## src/rtl/txj_pkg.sv

```systemverilog
package txj_pkg;

  typedef enum logic [1:0] {
    ST_IDLE = 2'd0,
    ST_SEND = 2'd1,
    ST_JAB  = 2'd2
  } txState_e;

  // strobes issued by the control to the datapath
  typedef struct packed {
    logic idleRestart;  // qualified edge: restart the hold timer
    logic sendRun;      // driving the line
    logic jabRun;       // jabber lockout
    logic idleRun;      // quiet line, beats allowed
    logic sqeLoad;      // start the post-frame test window
  } ctlStrobe_t;

  // conditions reported by the datapath to the control
  typedef struct packed {
    logic txAct;        // qualified data edge this cycle
    logic holdDone;     // hold timer at its last count
    logic longDone;     // run-length watchdog at its last count
    logic quietDone;    // recovery timer at its last count
  } dpStatus_t;

endpackage

```

## src/rtl/txjCounter.sv

```systemverilog
module txjCounter #(
  parameter int LIMIT = 4
) (
  input  logic clk,
  input  logic rstN,
  input  logic clr,
  input  logic run,
  output logic done
);
  localparam int CW = ($clog2(LIMIT) > 0) ? $clog2(LIMIT) : 1;
  localparam logic [CW-1:0] LAST = CW'(LIMIT - 1);

  logic [CW-1:0] cnt;

  assign done = (cnt == LAST);

  always_ff @(posedge clk or negedge rstN) begin
    if (!rstN)            cnt <= '0;
    else if (clr)         cnt <= '0;
    else if (run && !done) cnt <= cnt + 1'b1;
  end
endmodule

```

## src/rtl/txjControl.sv

```systemverilog
module txjControl
  import txj_pkg::*;
(
  input  logic       clk,
  input  logic       rstN,
  input  logic       txEnable,
  input  logic       sqeTestEn,
  input  dpStatus_t  status,
  output ctlStrobe_t strobe
);
  txState_e state, stateNext;
  logic restartNow, sqeNow;

  always_comb begin
    stateNext  = state;
    restartNow = 1'b0;
    sqeNow     = 1'b0;
    unique case (state)
      ST_IDLE: begin
        if (status.txAct) begin
          stateNext  = ST_SEND;
          restartNow = 1'b1;
        end
      end
      ST_SEND: begin
        if (status.longDone) begin
          stateNext = ST_JAB;
        end else if (status.txAct) begin
          restartNow = 1'b1;
        end else if (!txEnable || status.holdDone) begin
          stateNext = ST_IDLE;
          sqeNow    = sqeTestEn;
        end
      end
      ST_JAB: begin
        if (status.quietDone && !status.txAct) stateNext = ST_IDLE;
      end
      default: stateNext = ST_IDLE;
    endcase
  end

  always_ff @(posedge clk or negedge rstN) begin
    if (!rstN) state <= ST_IDLE;
    else       state <= stateNext;
  end

  assign strobe.idleRestart = restartNow;
  assign strobe.sendRun     = (state == ST_SEND);
  assign strobe.jabRun      = (state == ST_JAB);
  assign strobe.idleRun     = (state == ST_IDLE);
  assign strobe.sqeLoad     = sqeNow;
endmodule

```

## src/rtl/txjDatapath.sv

```systemverilog
module txjDatapath
  import txj_pkg::*;
#(
  parameter int HOLD_CYCLES    = 3,
  parameter int JABBER_CYCLES  = 200000,
  parameter int RECOVER_CYCLES = 5000000,
  parameter int BEAT_PERIOD    = 160000,
  parameter int BEAT_WIDTH     = 1,
  parameter int SQE_CYCLES     = 10
) (
  input  logic       clk,
  input  logic       rstN,
  input  logic       txEnable,
  input  logic       txData,
  input  logic       collisionIn,
  input  logic       fullDuplex,
  input  ctlStrobe_t strobe,
  output dpStatus_t  status,
  output logic       driverEn,
  output logic       jabberFlag,
  output logic       linkPulseReq,
  output logic       colStatusFlag,
  output logic       loopbackEn
);
  localparam int BCW = ($clog2(BEAT_PERIOD) > 0) ? $clog2(BEAT_PERIOD) : 1;
  localparam int SCW = $clog2(SQE_CYCLES + 1);
  localparam logic [BCW-1:0] BEAT_LAST = BCW'(BEAT_PERIOD - 1);
  localparam logic [BCW-1:0] BEAT_ON   = BCW'(BEAT_PERIOD - BEAT_WIDTH);
  localparam logic [SCW-1:0] SQE_LEN   = SCW'(SQE_CYCLES);

  logic           dataPrev;
  logic           txAct;
  logic [BCW-1:0] beatCnt;
  logic [SCW-1:0] sqeCnt;

  // previous data sample, tracks even during reset
  always_ff @(posedge clk) dataPrev <= txData;

  assign txAct = txEnable && (txData != dataPrev);

  txjCounter #(.LIMIT(HOLD_CYCLES)) holdTimer (
    .clk(clk), .rstN(rstN),
    .clr(strobe.idleRestart || !strobe.sendRun),
    .run(strobe.sendRun),
    .done(status.holdDone)
  );

  txjCounter #(.LIMIT(JABBER_CYCLES)) runWatch (
    .clk(clk), .rstN(rstN),
    .clr(!strobe.sendRun),
    .run(strobe.sendRun),
    .done(status.longDone)
  );

  txjCounter #(.LIMIT(RECOVER_CYCLES)) quietTimer (
    .clk(clk), .rstN(rstN),
    .clr(!strobe.jabRun || txAct),
    .run(strobe.jabRun),
    .done(status.quietDone)
  );

  assign status.txAct = txAct;

  always_ff @(posedge clk or negedge rstN) begin
    if (!rstN)                   beatCnt <= '0;
    else if (!strobe.idleRun)    beatCnt <= '0;
    else if (beatCnt == BEAT_LAST) beatCnt <= '0;
    else                         beatCnt <= beatCnt + 1'b1;
  end

  always_ff @(posedge clk or negedge rstN) begin
    if (!rstN)              sqeCnt <= '0;
    else if (strobe.sqeLoad) sqeCnt <= SQE_LEN;
    else if (sqeCnt != '0)  sqeCnt <= sqeCnt - 1'b1;
  end

  assign driverEn      = strobe.sendRun;
  assign jabberFlag    = strobe.jabRun;
  assign linkPulseReq  = strobe.idleRun && (beatCnt >= BEAT_ON);
  assign colStatusFlag = strobe.jabRun || (sqeCnt != '0) || (collisionIn && !fullDuplex);
  assign loopbackEn    = strobe.sendRun && !fullDuplex && !collisionIn;
endmodule

```

## src/rtl/txJabberIdleCtl.sv

```systemverilog
module txJabberIdleCtl
  import txj_pkg::*;
#(
  parameter int HOLD_CYCLES    = 3,
  parameter int JABBER_CYCLES  = 200000,
  parameter int RECOVER_CYCLES = 5000000,
  parameter int BEAT_PERIOD    = 160000,
  parameter int BEAT_WIDTH     = 1,
  parameter int SQE_CYCLES     = 10
) (
  input  logic clk,
  input  logic rstN,
  input  logic txEnable,
  input  logic txData,
  input  logic collisionIn,
  input  logic fullDuplex,
  input  logic sqeTestEn,
  output logic driverEn,
  output logic linkPulseReq,
  output logic jabberFlag,
  output logic colStatusFlag,
  output logic loopbackEn
);
  ctlStrobe_t strobe;
  dpStatus_t  status;

  txjControl ctrl (
    .clk(clk), .rstN(rstN),
    .txEnable(txEnable), .sqeTestEn(sqeTestEn),
    .status(status), .strobe(strobe)
  );

  txjDatapath #(
    .HOLD_CYCLES(HOLD_CYCLES), .JABBER_CYCLES(JABBER_CYCLES),
    .RECOVER_CYCLES(RECOVER_CYCLES), .BEAT_PERIOD(BEAT_PERIOD),
    .BEAT_WIDTH(BEAT_WIDTH), .SQE_CYCLES(SQE_CYCLES)
  ) dpath (
    .clk(clk), .rstN(rstN),
    .txEnable(txEnable), .txData(txData),
    .collisionIn(collisionIn), .fullDuplex(fullDuplex),
    .strobe(strobe), .status(status),
    .driverEn(driverEn), .jabberFlag(jabberFlag),
    .linkPulseReq(linkPulseReq), .colStatusFlag(colStatusFlag),
    .loopbackEn(loopbackEn)
  );
endmodule

```

## config.mk

```make
export PLATFORM = sky130hd
export DESIGN_NAME = txJabberIdleCtl
export DESIGN_NICKNAME = d
export VERILOG_FILES = /design/src/rtl/txj_pkg.sv /design/src/rtl/txjCounter.sv /design/src/rtl/txjControl.sv /design/src/rtl/txjDatapath.sv /design/src/rtl/txJabberIdleCtl.sv
export SDC_FILE = /design/constraint.sdc
export NUM_CORES = 1
export LEC_CHECK = 0
export ABC_AREA = 1
export BUFFER_PORTS_ARGS = -buffer_cell sky130_fd_sc_hd__buf_2
export CORE_UTILIZATION = 55
export DETAILED_ROUTE_END_ITERATION = 10
export PLACE_DENSITY = 0.84
export SETUP_SLACK_MARGIN = 0.3
export SYNTH_ARGS = -nofsm -noshare
export SYNTH_HDL_FRONTEND = slang
export SYNTH_SLANG_ARGS = --single-unit
export TNS_END_PERCENT = 100
```

## constraint.sdc

```tcl
create_clock -name clk -period 1.3 [get_ports clk]
set_input_delay 0 -clock clk [delete_from_list [all_inputs] [get_ports clk]]
set_output_delay 0 -clock clk [all_outputs]
set_load 0.02 [all_outputs]
```

==> results of run 1 <==
[cells by family after synthesis]
kind of cell	count (synthesis)	share of synthesized area [%]
xor gates and xnor gates	22	4.76
AOI/OAI and AO/OA	32	4.30
adders and majority gates	6	1.86
and+or+nand+nor	377	40.0
DFF	68	41.9
buffers and inverters	74	7.14
[what timing repair did]
action / CTS
pin swaps: 66
setup buffers: 50
cloned: 1
resized for setup: 168
hold buffers: 2
setup endpoints to repair: 72
endpoints found under the hold margin: 68
[per-stage QoR]
stage          hold WS [ps]  instances  TNS, ps  instance area (um^2)
4_1_cts                36.0        778    -2610                  5770
3_3_place_gp          -26.0        709     -120                  4600
2_1_floorplan          -296        579        0                  4230
3_5_place_dp          -23.4        709    -1060                  4600
[per-layer routing]
metal  global-route usage (%)  overflow
met5                     13.0         0
met4                     73.3        13
met3                     51.3         0
met2                     88.4        11
met1                     72.9         0
==> results.cfg, run 1 <==
[sta]
crit_endpoint = dpath.runWatch.cnt[1]$_DFFE_PN0P_/D
endpoint_type = register input

[cts]
cts_num_sinks = 68
root_buffer = clkbuf_8
cts_buffers = 9
cts_max_path_buffers = 2
htree_num_levels = 3

[grt]
grt_max_degree = 29
overflow = 24
grt_use_total_pct = 70.9

[synthesis]
synthTopCellsByCount = nand2_1, nor2_1, inv_1
synthFlopType = dfrtp_1
synthArstFlopShare_pct = 98.5
synth_edf_count = 0
synthCells = 579
synth_fp_nets = 592
ys_ff_latch = 68
synth_top_area_share_pct = 41.4
yosysSeqAreaShare_pct = 41.9
synth_top_area_cell = dfrtp_1
synth.top_cells.by_area = dfrtp_1, nand2_1, nor2_1
ys_types = 33
avgSynthCellArea_um2 = 6.99
yosysWarnings = 0
syn-cell-area_um2 = 4050
yosys.cell_count.top_type = nand2_1

[die]
rows = 30
initial_utilization_pct = 58.3
die_y_um = 87.8
die_x_um = 87.8
io_pins = 12

[placed_design]
place_hpwl_mm = 6.90
dp_slack_ps = -101
gp_congestion = 0.926
io_buffers = 11

[outcome]
status = aborted with a tool error
stop_stage = global routing
error_line = [ERROR GRT-0232] Routing congestion too high. Check the congestion heatmap in the GUI.
==> run 2, diff against run 1 <==
- CORE_UTILIZATION: 55 -> 40
- PLACE_DENSITY: 0.84 -> not set
- PLACE_DENSITY_LB_ADDON: not set -> 0.15
- SETUP_SLACK_MARGIN: 0.3 -> not set
- clock period: 1.3 -> 1.7 ns (I/O delays scaled with it)
==> results.cfg, run 2 <==
[finish]
largest_reg_flops = 23
finalNetCount = 622
drive_gt1_share_pct = 10.6
final_common_cell = nand2_1
reg.largest.list = dpath.quietTimer.cnt: 23 flops, dpath.beatCnt: 18 flops, dpath.runWatch.cnt: 18 flops
final_core_util_pct = 46.5
area_growth_pct = 12.2
num-fill-cells = 1051
mostFrequentLayoutCells = nand2_1, nor2_1, inv_1, dfrtp_1, nand3_1
top_register = dpath.quietTimer.cnt
diodes = 0

[die]
io_pins = 12
die_area_um2 = 10500
die_x_um = 103
initial_utilization_pct = 41.4
die_y_um = 103
rows = 36
core_area_um2 = 9770

[power_and_ir_drop]
pwr_density_cell_nw_per_um2 = 825
ir_drop_mv = 0.659
power_leakage_uw = 0.00202

[worst_setup_path]
crit_required_ps = 1700
timing.setup.critical_path_class = flop to output port
r2r-start = dpath.beatCnt[0]
cp_slowest_cell = dfrtp_1
crit_fanout = 3
crit_top_cell = inv_2
r2r_slack_ps = 210
critPathLaunchType = flop
end_kind = output port
critPathMaxStageDelay_ps = 400
cp.arrival_ps = 1610
r2r-end = dpath.beatCnt[15]
cp-startpoint = dpath.beatCnt[1]
crit_end = linkPulseReq
worstRegToRegCells = 7
crit_chain = ha_4 > nand3_2 > inv_2 > nand2_2 > inv_2 > o21ai_1 > a21oi_1 > buf_4

[cts]
clk_pin_slew_ps = 70
cts_num_sinks = 68
cts_max_path_buffers = 2
htree_num_levels = 3
cts_tree = built
cts_buffers = 9
root_buffer = clkbuf_8
clk_latency_ps = 350

[grt]
grt_pass1_wl_mm = 15.4
overflow = 0
grt_max_degree = 68
grt_use_total_pct = 19.1
grt_pass1_vias = 3378
antenna_found_initial = 0

[sta]
timing.fmax_mhz = 622
timing.final.crit_period_ps = 1610
setup_tns_ps = 0
timing.final.crit_share_pct = 94.6
relSlewSlack_pct = 74.0
setup_viol = 0
hold_viol_final = 0
finalMaxSlewViolations = 0
finalWorstSetupSlack_ps = 91.5
worst_slew_pin_slew_ps = 388
clock_skew_ps = 9.14

[synthesis]
synth_fp_nets = 592
synthCells = 579
yosys.cell_count.top_type = nand2_1
yosysWarnings = 0
synth_top_area_share_pct = 41.4
synthFlopType = dfrtp_1
avgSynthCellArea_um2 = 6.99
syn-cell-area_um2 = 4050
synth_edf_count = 0
synth_top_area_cell = dfrtp_1
ys_ff_latch = 68
yosysSeqAreaShare_pct = 41.9
synthArstFlopShare_pct = 98.5
synth.top_cells.by_area = dfrtp_1, nand2_1, nor2_1
synthTopCellsByCount = nand2_1, nor2_1, inv_1
ys_types = 33

[routing]
via_per_inst = 4.65
final_antenna_net_count = 0
wl_mm = 8.79
wl_per_cell_um = 11.8
vias = 3471
drc_errors = 0
dr.pass1.iters = 4
drtIter0Drc = 129

[min_path]
min_from = sqeTestEn
hold_class = input pin to flop

[placed_design]
dp_slack_ps = 206
place_hpwl_mm = 6.47
io_buffers = 11
gp_congestion = 0.890

[outcome]
status = finished, final reports clean

[job]
drv_cap = 0
run 2: cell counts after synthesis:
Identical to the previous run, type by type.
run 2: per-stage QoR:
step	hold WS, ps	total power [uW]	std cells	instance area (um^2)
detailed placement	51.9	2550	726	4300
global placement	50.4	2520	726	4300
finish	41.4	3740	747	4540
CTS	22.1	3780	745	4510
floorplan	-296	2350	579	4050
global route	49.8	4010	747	4540
run 2: layout make-up:
cell class,instances,area (um^2),share of cell area [%]
timing repair buffer,22,158,3.47
multi-input combinational,437,2080,45.9
clock buffer,12,145,3.20
tap,133,166,3.66
sequential,68,1700,37.4
inverter,71,267,5.87
clock inverter,4,25.0,0.551
run 2: power by group:
group	internal, uW	switching [uW]
clock	565	619
sequential	1740	116
combinational	283	422
run 2: what timing repair did:
item,CTS,global route
hold buffers,2,0
buffers inserted,1,2
hold endpoints to repair,68,0
endpoints found under the setup margin,1,2
resized for setup,3,6
pin swaps,0,1
run 2: worst max-delay path: cells and delay by family, from the launching register on:
family	cells	cell delay, ps
flip-flops	1	400
buffers and inverters	3	300
AO/OA/AOI/OAI	2	220
adder cells (fa/ha/maj)	1	180
AND/OR/NAND/NOR	2	160
run 2: worst min-delay path by stage:
stage                                     endpoint  cells past startpoint
after CTS                          dpath.sqeCnt[1]                      4
after detailed placement  dpath.quietTimer.cnt[13]                      2
after global routing               dpath.sqeCnt[1]                      4
final                              dpath.sqeCnt[1]                      4
after floorplan                      ctrl.state[0]                      0
after global placement    dpath.quietTimer.cnt[13]                      2
run 2: cell families (layout without fill, tap and decap cells):
group           Yosys count  count (layout)  share of synthesized area, %
simple gates            377             377                          40.0
compound gates           32              32                          4.30
fa+ha+maj                 6               6                          1.86
xor+xnor                 22              22                          4.76
buf+inv                  74             109                          7.14
flops                    68              68                          41.9
run 2: layer usage:
| metal | vias to the layer above | routed length, um | GRT usage (%) |
|---|---|---|---|
| li1 | 1853 | - | - |
| met1 | 1551 | 4400 | 25.8 |
| met2 | 51 | 3940 | 30.1 |
| met3 | 16 | 272 | 3.05 |
| met4 | 0 | 180 | 8.79 |
| met5 | - | 0 | 0 |
No activity file was read; power rests on OpenSTA's default activity.
==> run 3, diff against run 2 <==
- clock period: 1.7 -> 1.4 ns (I/O delays scaled with it)
==> results.cfg, run 3 (same netlist as run 2, synthesis figures left out) <==
[die]
rows = 36
die_x_um = 103
core_area_um2 = 9770
io_pins = 12
die_y_um = 103
initial_utilization_pct = 41.4
die_area_um2 = 10500

[grt]
grt_pass1_wl_mm = 15.8
grt_max_degree = 68
overflow = 0
grt_pass1_vias = 3503
antenna_found_initial = 0
grt_use_total_pct = 19.5

[finish]
top_register = dpath.quietTimer.cnt
largest_reg_flops = 23
final_common_cell = nand2_1
num-fill-cells = 957
ff_latch_area_um2 = 1700
finalNetCount = 653
mostFrequentLayoutCells = nand2_1, nor2_1, dfrtp_1
drive_gt1_share_pct = 22.9
diodes = 0
reg.largest.list = dpath.quietTimer.cnt: 23 flops, dpath.beatCnt: 18 flops, dpath.runWatch.cnt: 18 flops
final_cells = 778
stdcell_area_um2 = 5010
area_growth_pct = 23.9
multi_input_area_um2 = 2290

[worst_setup_path]
critical-path-top-delay-family = flip-flops
cp_slowest_cell = dfrtp_1
cp.arrival_ps = 1520
critPathLaunchType = flop
timing.setup.critical_path_class = flop to output port
crit_required_ps = 1400
critPathMaxStageDelay_ps = 400
crit_fanout = 3
worst-path-buf-inv = 2
end_kind = output port
crit_chain = nand2_1 > nor2_2 > nand2_2 > inv_2 > o21ai_2 > a21oi_2 > buf_4

[cts]
cts_buffers = 9
cts_max_path_buffers = 2
htree_num_levels = 3
root_buffer = clkbuf_8
cts_num_sinks = 68
cts_tree = built
clk_pin_slew_ps = 80
clk_latency_ps = 360

[routing]
wl_mm = 9.53
via_per_inst = 4.82
dr.pass1.iters = 4
final_antenna_net_count = 0
wl_per_cell_um = 12.2
drc_errors = 0
drtIter0Drc = 164
vias = 3750

[placed_design]
placed_cell_area_um2 = 4430
gp_congestion = 0.883
dp_slack_ps = -22.8
placed_cells_incl_taps = 742
io_buffers = 11
place_hpwl_mm = 6.58

[sta]
clock_skew_ps = 6.99
setup_tns_ps = -400
rsz0062_at_grt = true
timing.final.crit_share_pct = 109
whs_ps = 39.0
relSlewSlack_pct = 75.1
hold_viol_final = 0
worst_slew_pin_slew_ps = 373
timing.fmax_mhz = 656
timing.final.crit_period_ps = 1520
setup_viol = 5
finalMaxSlewViolations = 0
finalWorstSetupSlack_ps = -124

[outcome]
violations = setup timing
status = finished with violations

[power_and_ir_drop]
ir_drop_mv = 0.763
power_leakage_uw = 0.00221
pwr-share-clk_pct = 31.1
power.share.switching_pct = 31.4
combinationalPowerShare_pct = 24.2
pwr_density_cell_nw_per_um2 = 1000
switchingPower_uw = 1580
internal_power_uw = 3440
seqPwrFrac_pct = 44.7

[job]
drv_cap = 0

[min_path]
hold_class = input pin to flop
-- run 3: cell types whose count changed in the layout (fill, tap and decap cells not counted), moves of 3 or more --
cell	delta
buf_4	+31
ha_1	-3
ha_4	+3
inv_1	-7
inv_2	+6
nand2_1	-10
nand2_2	+8
nand3_1	-4
nand3_2	+4
nor2_1	-19
nor2_2	+13
nor2_4	+6
-- run 3: metrics by stage --
stage                     util [%]  total power (uW)
final                         51.3              5020
after CTS                     48.3              4870
after floorplan                  -              2850
after global placement        45.3              3150
after detailed placement      45.3              3190
after global routing          51.3              5310
-- run 3: power groups by stage --
stage / clock [uW] / combinational [uW] / sequential (uW)
global placement: 0 / 897 / 2260
detailed placement: 0 / 928 / 2260
floorplan: 0 / 600 / 2250
finish: 1560 / 1210 / 2250
global route: 1680 / 1360 / 2260
CTS: 1600 / 1050 / 2220
-- run 3: final cells by class --
cell class                      count  area share [%]
Clock buffer                       12            3.30
Timing Repair Buffer               53            8.04
Tap cell                          133            3.32
Sequential cell                    68            33.9
Clock inverter                      4           0.449
Inverter                           71            5.42
Multi-Input combinational cell    437            45.6
-- run 3: metal layers --
metal | track usage (%) | routed length, um
met5 | 0 | 0
met4 | 6.92 | 179
met3 | 4.07 | 356
met2 | 30.4 | 4370
met1 | 26.8 | 4620
-- run 3: what timing repair did --
item                                   CTS  global route
buffers inserted                         7            11
pin swaps                                3            14
endpoints found under the hold margin   68             0
hold buffers                             2             0
setup endpoints to repair               11            52
resized for setup                       17            60
-- run 3: path summary, 6_finish.rpt --
check	start	to	slack [ps]	cells past startpoint
worst max register to register	dpath.beatCnt[0]	dpath.beatCnt[17]	-90	9
worst min register to register	dpath.runWatch.cnt[10]	dpath.runWatch.cnt[10]	520	1
min in group asynchronous	rstN	dpath.quietTimer.cnt[18]	190	3
max in group asynchronous	rstN	dpath.runWatch.cnt[5]	890	3
worst min-delay path	sqeTestEn	dpath.sqeCnt[1]	40	4
worst max-delay path	dpath.beatCnt[5]	linkPulseReq	-120	7
-- run 3: worst reg2reg max path, delay by kind of cell, from the launching register on --
kind | cells | cell delay [ps]
adder cells (fa/ha/maj) | 1 | 190
buffers and inverters | 2 | 170
flip-flops | 1 | 390
AND/OR/NAND/NOR | 6 | 670
==> run 4, diff against run 3 <==
- SYNTH_HIERARCHICAL: not set -> 1
==> results.cfg, run 4 <==
[routing]
via_per_inst = 5.02
drc_errors = 0
final_antenna_net_count = 0
wl_mm = 13.9
dr.pass1.iters = 5
vias = 4803
drtIter0Drc = 313
wl_per_cell_um = 14.5

[power_and_ir_drop]
pwr_density_cell_nw_per_um2 = 703
seqPwrFrac_pct = 42.6
pwr-share-clk_pct = 45.8
ir_drop_mv = 0.502
combinationalPowerShare_pct = 11.6
power_leakage_uw = 0.00328
power.share.switching_pct = 25.4
switchingPower_uw = 1220
internal_power_uw = 3580

[grt]
grt_pass1_wl_mm = 22.0
antenna_found_initial = 0
grt_max_degree = 68
overflow = 0
grt_pass1_vias = 4653
grt_use_total_pct = 23.8

[die]
die_y_um = 109
core_area_um2 = 11000
initial_utilization_pct = 41.7
rows = 38
die_area_um2 = 11900
io_pins = 12
die_x_um = 109

[synthesis]
synth_top_area_cell = dfrtp_1
synthArstFlopShare_pct = 98.5
avgSynthCellArea_um2 = 6.96
synthFlopType = dfrtp_1
synthTopCellsByCount = nand2_1, nor2_1, dfrtp_1
synth_top_area_share_pct = 36.5
ys_types = 41
synth_fp_nets = 673
yosys.cell_count.top_type = nand2_1
syn-cell-area_um2 = 4600
ys_ff_latch = 68
synthCells = 660
synth.top_cells.by_area = dfrtp_1, nand2_1, nor2_1
yosysSeqAreaShare_pct = 36.9
synth_edf_count = 0
yosysWarnings = 6

[worst_setup_path]
crit_fanout = 4
cp.arrival_ps = 1880
crit_required_ps = 1670
timing.setup.critical_path_class = flop to flop
critPathMaxStageDelay_ps = 390
crit_chain = ha_4 > nand3_4 > nor2_4 > nand3_4 > inv_2 > nor2_2 > nand2_1 > nand2_1 > or2_4 > inv_4 > nand3_2 > nand2_1
critPathLaunchType = flop
crit_top_cell = nand2_1
cp_slowest_cell = dfrtp_1
end_kind = flop

[cts]
cts_tree = built
cts_num_sinks = 68
root_buffer = clkbuf_16
clk_latency_ps = 330
cts_buffers = 9
htree_num_levels = 3
clk_pin_slew_ps = 60
cts_max_path_buffers = 2

[finish]
finalNetCount = 824
area_growth_pct = 48.8
drive_gt1_share_pct = 41.5
final_core_util_pct = 62.0
num-fill-cells = 924
stdcell_area_um2 = 6840
diodes = 0
mostFrequentLayoutCells = nand2_1, buf_4, nor2_1
top_register = dpath/quietTimer/cnt
largest_reg_flops = 23
final_common_cell = nand2_1
reg.largest.list = dpath/quietTimer/cnt: 23 flops, dpath/beatCnt: 18 flops, dpath/runWatch/cnt: 18 flops

[sta]
rsz0062_at_grt = true
finalMaxSlewViolations = 0
relSlewSlack_pct = 74.5
worst_slew_pin_slew_ps = 380
setup_viol = 52
whs_ps = 73.1
timing.final.crit_period_ps = 1610
clock_skew_ps = 7.86
finalWorstSetupSlack_ps = -209
timing.fmax_mhz = 621
hold_viol_final = 0
setup_tns_ps = -6210
timing.final.crit_share_pct = 115

[job]
drv_cap = 0

[outcome]
violations = setup timing
status = finished with violations

[placed_design]
gp_congestion = 0.903
place_hpwl_mm = 8.28
io_buffers = 11
dp_slack_ps = -523
placed_cell_area_um2 = 5450

[min_path]
hold_class = input pin to flop
[run 4: cell types whose count changed in the layout (fill, tap and decap cells not counted), moves of 10 or more]
cell      change
nor2_2       +16
clkbuf_8     -10
buf_4        +75
nand4_1      +13
buf_6        +21
nor2_4       +14
nand2_2      +25
nand2_4      +13
nand2_1      +15
nor2_1       -41
[run 4: worst paths after layout]
path | start | endpoint | slack (ps) | depth (start not counted)
max in group asynchronous | rstN | dpath/quietTimer/cnt[13] | 850 | 3
max | dpath/runWatch/cnt[0] | dpath/holdTimer/cnt[0] | -210 | 12
min in group asynchronous | rstN | dpath/beatCnt[15] | 210 | 3
max reg2reg | dpath/runWatch/cnt[0] | dpath/holdTimer/cnt[0] | -210 | 12
min reg2reg | dpath/sqeCnt[2] | dpath/sqeCnt[2] | 490 | 1
min | txEnable | ctrl/state[0] | 70 | 5
[run 4: kinds of logic (layout without fill, tap and decap cells)]
group,after synthesis,in the layout,synth area share [%]
adder cells (fa/ha/maj),6,6,1.63
XOR/XNOR,27,27,5.15
AND/OR/NAND/NOR,442,446,43.9
buffers and inverters,90,242,9.23
AO/OA/AOI/OAI,27,27,3.19
flip-flops,68,68,36.9
[run 4: layout make-up]
class | count | area [um^2] | share of cell area (%)
timing repair buffer | 151 | 1250 | 18.2
sequential | 68 | 1700 | 24.8
timing repair inverter | 2 | 32.5 | 0.476
clock buffer | 11 | 253 | 3.70
multi-input combinational | 506 | 3080 | 45.1
tap | 140 | 175 | 2.56
inverter | 73 | 313 | 4.57
clock inverter | 5 | 36.3 | 0.531
[run 4: stage by stage]
stage          instances  total power [uW]
2_1_floorplan        660              2210
3_5_place_dp         886              2370
6_report             956              4800
5_1_grt              956              4990
4_1_cts              934              4760
3_3_place_gp         886              2360
[run 4: timing repair]
| item | in CTS | in global routing |
|---|---|---|
| pin swaps | 46 | 46 |
| resized for setup | 107 | 89 |
| cloned | 5 | 1 |
| buffers inserted | 28 | 22 |
| hold buffers | 2 | 0 |
| endpoints found under the setup margin | 51 | 65 |
| endpoints found under the hold margin | 68 | 0 |
[run 4: metal layers]
layer	wire length (um)	up-vias	GRT usage (%)
met3	628	28	3.95
met1	6260	2259	31.6
met2	6690	135	38.5
met4	303	0	9.62
met5	0	-	0
li1	-	2381	-
[run 4: power by group through the flow]
stage          registers (uW)  clock network (uW)  logic (uW)
2_1_floorplan            2070                   0         134
3_3_place_gp             2070                   0         298
3_5_place_dp             2070                   0         299
4_1_cts                  2050                2270         447
5_1_grt                  2050                2340         604
6_report                 2050                2200         559
[run 4: worst max-delay path, delay by kind of cell, from the launching register on]
kind                     cells  cell delay, ps
buffers and inverters        2             150
adder cells (fa/ha/maj)      1             170
AND/OR/NAND/NOR              9             850
flip-flops                   1             390
